`src/rtl/cnvclk_pkg.sv`:
```
package cnvclk_pkg;
  typedef enum logic {
    SRC_INT = 1'b0,
    SRC_EXT = 1'b1
  } src_e;

  function automatic int cnt_width(input int cycles);
    return $clog2(cycles) + 1;
  endfunction
endpackage

```
`src/rtl/cnvclk_src.sv`:
```
module cnvclk_src
  import cnvclk_pkg::*;
#(
  parameter int INT_HALF    = 4,
  parameter int SYNC_STAGES = 2
) (
  input  logic clk,
  input  logic rst_n,
  input  src_e src,
  input  logic ext_clk_i,
  output logic lvl,
  output logic rise,
  output logic fall
);
  localparam int DIV_W = $clog2(INT_HALF) + 1;

  logic [DIV_W-1:0]       div_q;
  logic                   int_lvl, int_d;
  logic [SYNC_STAGES-1:0] sync_q;
  logic                   ext_lvl, ext_d;

  // internal divider: square wave, period 2*INT_HALF
  always_ff @(posedge clk) begin
    if (!rst_n) begin
      div_q   <= '0;
      int_lvl <= 1'b0;
    end else if (div_q == DIV_W'(INT_HALF - 1)) begin
      div_q   <= '0;
      int_lvl <= ~int_lvl;
    end else begin
      div_q <= div_q + 1'b1;
    end
  end

  // synchronizer chain for the external clock
  generate
    if (SYNC_STAGES > 1) begin : g_chain
      always_ff @(posedge clk) begin
        if (!rst_n) sync_q <= '0;
        else        sync_q <= {sync_q[SYNC_STAGES-2:0], ext_clk_i};
      end
    end else begin : g_single
      always_ff @(posedge clk) begin
        if (!rst_n) sync_q <= '0;
        else        sync_q <= ext_clk_i;
      end
    end
  endgenerate

  assign ext_lvl = sync_q[SYNC_STAGES-1];

  // each source keeps its own delayed copy, so switching source makes no false edge
  always_ff @(posedge clk) begin
    if (!rst_n) begin
      int_d <= 1'b0;
      ext_d <= 1'b0;
    end else begin
      int_d <= int_lvl;
      ext_d <= ext_lvl;
    end
  end

  always_comb begin
    if (src == SRC_EXT) begin
      lvl  = ext_lvl;
      rise = ext_lvl & ~ext_d;
      fall = ~ext_lvl & ext_d;
    end else begin
      lvl  = int_lvl;
      rise = int_lvl & ~int_d;
      fall = ~int_lvl & int_d;
    end
  end
endmodule

```
`src/rtl/cnvclk_seq.sv`:
```
module cnvclk_seq
  import cnvclk_pkg::*;
#(
  parameter int CYCLES = 16
) (
  input  logic clk,
  input  logic rst_n,
  input  logic start_i,
  input  logic ext_sel_i,
  input  logic cs_n_i,
  input  logic rd_n_i,
  input  logic lvl,
  input  logic rise,
  input  logic fall,
  output src_e src,
  output logic busy,
  output logic eoc,
  output logic eng_clk,
  output logic clk_out
);
  localparam int CNT_W = cnt_width(CYCLES);

  logic [CNT_W-1:0] cnt_q;
  logic open_q, nxt_open, accept, last;

  always_comb begin
    accept   = start_i & ~cs_n_i & ~busy;
    last     = open_q & fall & (cnt_q == CNT_W'(CYCLES - 1));
    nxt_open = open_q;
    if (busy & ~open_q & rise) nxt_open = 1'b1;
    if (last)                  nxt_open = 1'b0;
    if (accept)                nxt_open = 1'b0;
  end

  always_ff @(posedge clk) begin
    if (!rst_n) begin
      busy    <= 1'b0;
      eoc     <= 1'b0;
      open_q  <= 1'b0;
      cnt_q   <= '0;
      src     <= SRC_INT;
      eng_clk <= 1'b0;
      clk_out <= 1'b0;
    end else begin
      open_q  <= nxt_open;
      eng_clk <= nxt_open & lvl;
      clk_out <= nxt_open & lvl & ~cs_n_i & ~rd_n_i;
      if (accept) begin
        busy  <= 1'b1;
        eoc   <= 1'b0;
        cnt_q <= '0;
        src   <= ext_sel_i ? SRC_EXT : SRC_INT;
      end else if (open_q & fall) begin
        cnt_q <= cnt_q + 1'b1;
        if (last) begin
          busy <= 1'b0;
          eoc  <= 1'b1;
        end
      end
    end
  end
endmodule

```
`src/rtl/cnvclk_gate_ctrl.sv`:
```
module cnvclk_gate_ctrl
  import cnvclk_pkg::*;
#(
  parameter int CYCLES      = 16,
  parameter int INT_HALF    = 4,
  parameter int SYNC_STAGES = 2
) (
  input  logic clk,
  input  logic rst_n,
  input  logic start_i,
  input  logic ext_sel_i,
  input  logic ext_clk_i,
  input  logic cs_n_i,
  input  logic rd_n_i,
  output logic eng_clk_o,
  output logic busy_o,
  output logic eoc_o,
  output logic clk_out_o
);
  src_e src;
  logic lvl, rise, fall;

  cnvclk_src #(.INT_HALF(INT_HALF), .SYNC_STAGES(SYNC_STAGES)) u_src (
    .clk(clk), .rst_n(rst_n), .src(src), .ext_clk_i(ext_clk_i),
    .lvl(lvl), .rise(rise), .fall(fall)
  );

  cnvclk_seq #(.CYCLES(CYCLES)) u_seq (
    .clk(clk), .rst_n(rst_n), .start_i(start_i), .ext_sel_i(ext_sel_i),
    .cs_n_i(cs_n_i), .rd_n_i(rd_n_i), .lvl(lvl), .rise(rise), .fall(fall),
    .src(src), .busy(busy_o), .eoc(eoc_o), .eng_clk(eng_clk_o),
    .clk_out(clk_out_o)
  );
endmodule

```
`config.mk`:
```
export PLATFORM = sky130hd
export DESIGN_NAME = cnvclk_gate_ctrl
export DESIGN_NICKNAME = d
export VERILOG_FILES = /design/src/rtl/cnvclk_pkg.sv /design/src/rtl/cnvclk_src.sv /design/src/rtl/cnvclk_seq.sv /design/src/rtl/cnvclk_gate_ctrl.sv
export SDC_FILE = /design/constraint.sdc
export NUM_CORES = 1
export LEC_CHECK = 0
export BUFFER_PORTS_ARGS = -buffer_cell sky130_fd_sc_hd__buf_2
export CAP_MARGIN = 20
export CORE_MARGIN = 3
export CORE_UTILIZATION = 30
export CTS_BUF_LIST = sky130_fd_sc_hd__clkbuf_8 sky130_fd_sc_hd__clkbuf_16
export DETAILED_ROUTE_END_ITERATION = 6
export GPL_TIMING_DRIVEN = 0
export SYNTH_ARGS = -nofsm -noshare
export SYNTH_HDL_FRONTEND = slang
export SYNTH_HIERARCHICAL = 1
export SYNTH_SLANG_ARGS = --single-unit
export TNS_END_PERCENT = 10
```
`constraint.sdc`:
```
create_clock -name clk -period 1.9 [get_ports clk]
set_clock_uncertainty 0.05 [all_clocks]
set_input_delay 0.38 -clock clk [delete_from_list [all_inputs] [get_ports clk]]
set_output_delay 0.38 -clock clk [all_outputs]
set_load 0.05 [all_outputs]
```
==> flow_summary.yaml <==
placed_design:
  portBuffers: 10
  post_dp_cell_area_um2: 825
  place_congestion: 0.755
  dp_hpwl_um: 892
die:
  core_area_um2: 2280
  rows: 17
  die_h_um: 55.6
  initial_core_util_pct: 32.5
  floorplan.io_pins: 11
  fp.dieW_um: 55.6
  die_area_um2: 3100
layout:
  register_area_um2: 380
  final_nets: 99
  n_fill_cell: 224
  drive_gt1_share_pct: 20.7
  final_area_um2: 870
  antenna_cells: 0
  multi_input_area_um2: 344
  area_delta_synth_final_pct: 17.6
power_and_ir_drop:
  p_total_uw: 743
  ir_drop_mv: 0.420
  p_leak_nw: 0.377
  powerDensity_nw_per_um2: 855
drt:
  postRouteAntennaNets: 0
  drt_iter0_drc: 3
  drcViolationCount: 0
  firstDrtPassIters: 5
  wl_um: 1230
  vias: 507
  wire_per_inst_um: 10.7
  viasPerCell: 4.41
clock_tree:
  holdBufCountCts: 0
  cts_tree: "done"
  clockBufferDepth: 2
  clkTransAtPathRegs_ns: 0.06
  clkLatencyLatePin_ns: 0.25
  post_cts_buffers: 0
  clock-root-buffer: "clkbuf_8"
  h-tree-depth: 1
  cts_made_buffers: 3
  cts_num_sinks: 19
  cts_resized: 0
setup_path:
  crit_fanout: 6
  critPathSlowestCell: "o21ai_1"
  critical_path.top_delay_family: "simple AND/OR/NAND/NOR gates"
  crit_type: "flop to flop"
  cp-end-kind: "flop"
  cp_num_buf_inv: 0
  worstPathArrival_ns: 1.76
  cp_cell_sequence: "nand2b_1 -> o21ai_1 -> nand3_1 -> and4b_1 -> and3_1"
  crit_path_start_kind: "flop"
  critical_path_required_ns: 1.99
  critical_path.max_stage_delay_ns: 0.38
global_route:
  antenna_found_initial: 0
  grt_max_degree: 11
  grt_pass1_vias: 516
  grt_pass1_wl_um: 2170
  grtUsageTotal_pct: 8.81
  grt_remaining_overflow: 0
yosys:
  yosysWarnings: 6
  syn-num-nets: 84
  ys_ff_latch: 19
  yosys_most_used_dff: "dfxtp_1"
  async_flop_share_pct: 0
  synth_edf_count: 0
  synthCells: 73
  synth-seq-area-share_pct: 51.4
  synthDistinctLibCells: 25
  netlist_area_um2: 739
  avgSynthCellArea_um2: 10.1
hold_path:
  min_path_type: "input pin to flop"
sta:
  worst_pin_slew_ns: 0.461
  max_freq_mhz: 598
  hold_violations: 0
  finalSetupTns_ns: 0
  rsz0062_at_grt: "no"
  slew_viol_final: 0
  maxSlewHeadroom_pct: 69.1
  post-route-period-util_pct: 87.9
  setup_viol: 0
  period_needed_ns: 1.67
run_status:
  status: "complete, no violations"
run:
  cap_violations: 0
-- Yosys cell counts (all sizes together), types with 2 or more instances --
cell     n  area, um^2
and3     2        12.5
ha       4        50.1
nand3b   2        15.0
o21ai    3        15.0
xor2     3        26.3
and2     6        38.8
a21oi    5        28.8
nand2b   4        25.0
inv      4        15.0
nand3    4        20.0
nor2     6        22.5
nor2b    2        12.5
nand2    2        10.0
dfxtp   19         380
-- worst reg2reg max path, cell delays in order, from the launching register on --
cell      delay [ns]
dfxtp_1         0.36
nand2b_1        0.16
o21ai_1         0.38
nand3_1         0.22
and4b_1         0.24
and3_1          0.17
-- logic make-up (layout without fill, tap and decap cells) --
logic type	count (synthesis)	after routing	share of synthesized area (%)
xor+xnor	3	3	3.55
flops	19	19	51.4
compound gates	10	10	8.29
mux	2	2	2.88
buf+inv	4	18	2.03
simple gates	31	31	25.0
fa+ha+maj	4	4	6.77
-- final timing paths --
check | from | end | slack, ns | cells past startpoint
worst max-delay path | u_src/int_lvl | u_seq/clk_out | 0.23 | 5
worst min-delay path | ext_clk_i | u_src/sync_q[0] | 0.30 | 2
worst max register to register | u_src/int_lvl | u_seq/clk_out | 0.23 | 5
worst min register to register | u_src/div_q[0] | u_src/div_q[0] | 0.38 | 1
-- power by group --
group / leakage (nW) / switching (mW) / internal (mW) / total [mW]
clock: 0.0269 / 0.122 / 0.143 / 0.265
sequential: 0.155 / 0.0106 / 0.414 / 0.424
combinational: 0.195 / 0.0290 / 0.0248 / 0.0537
-- flip-flops by register name, indices dropped and copies added (netlist names) --
register	cells
u_seq/open_q	1
u_src/int_d	1
u_src/sync_q	2
u_src/ext_d	1
u_seq/busy	1
u_src/div_q	3
u_seq/eoc	1
u_src/int_lvl	1
u_seq/clk_out	1
u_seq/eng_clk	1
u_seq/src	1
u_seq/cnt_q	5
-- routing by layer --
| layer | vias up | track usage, % | part of all wire, % |
|---|---|---|---|
| li1 | 274 | - | - |
| met1 | 222 | 10.4 | 49 |
| met2 | 9 | 13.9 | 45 |
| met3 | 2 | 3.48 | 4.5 |
| met4 | 0 | 4.17 | 0.97 |
| met5 | - | 0 | 0 |
-- layout by cell type (no fill, tap or decap), drive strengths merged --
master	synthesis	routed
xor2	3	3
buf	0	10
a21oi	5	5
nand3	4	4
ha	4	4
a311oi	1	1
or3	1	1
dfxtp	19	19
nand3b	2	2
nor3b	1	1
nor2	6	6
mux2	1	1
clkbuf	0	3
nand2	2	2
a21o	1	1
mux2i	1	1
inv	4	5
and2	6	6
nand2b	4	4
and3	2	2
nor2b	2	2
o21ai	3	3
and4b	1	1
-- final cells by class --
class,instances,share of cell area [%]
Clock buffer,3,4.75
Clock inverter,1,0.432
Inverter,4,1.73
Multi-Input combinational cell,50,39.6
Sequential cell,19,43.7
Tap cell,28,4.03
Timing Repair Buffer,10,5.76
-- stage by stage --
| stage | worst slack [ns] | utilization (%) | std cells | hold WS [ns] |
|---|---|---|---|---|
| 2_1_floorplan | 0.435 | - | 73 | 0.349 |
| 3_3_place_gp | 0.275 | 36.2 | 111 | 0.359 |
| 3_5_place_dp | 0.243 | 36.2 | 111 | 0.369 |
| 4_1_cts | 0.226 | 38.2 | 115 | 0.287 |
| 5_1_grt | 0.114 | 38.2 | 115 | 0.292 |
| 6_report | 0.229 | 38.2 | 115 | 0.296 |
No activity file was read; power rests on OpenSTA's default activity.
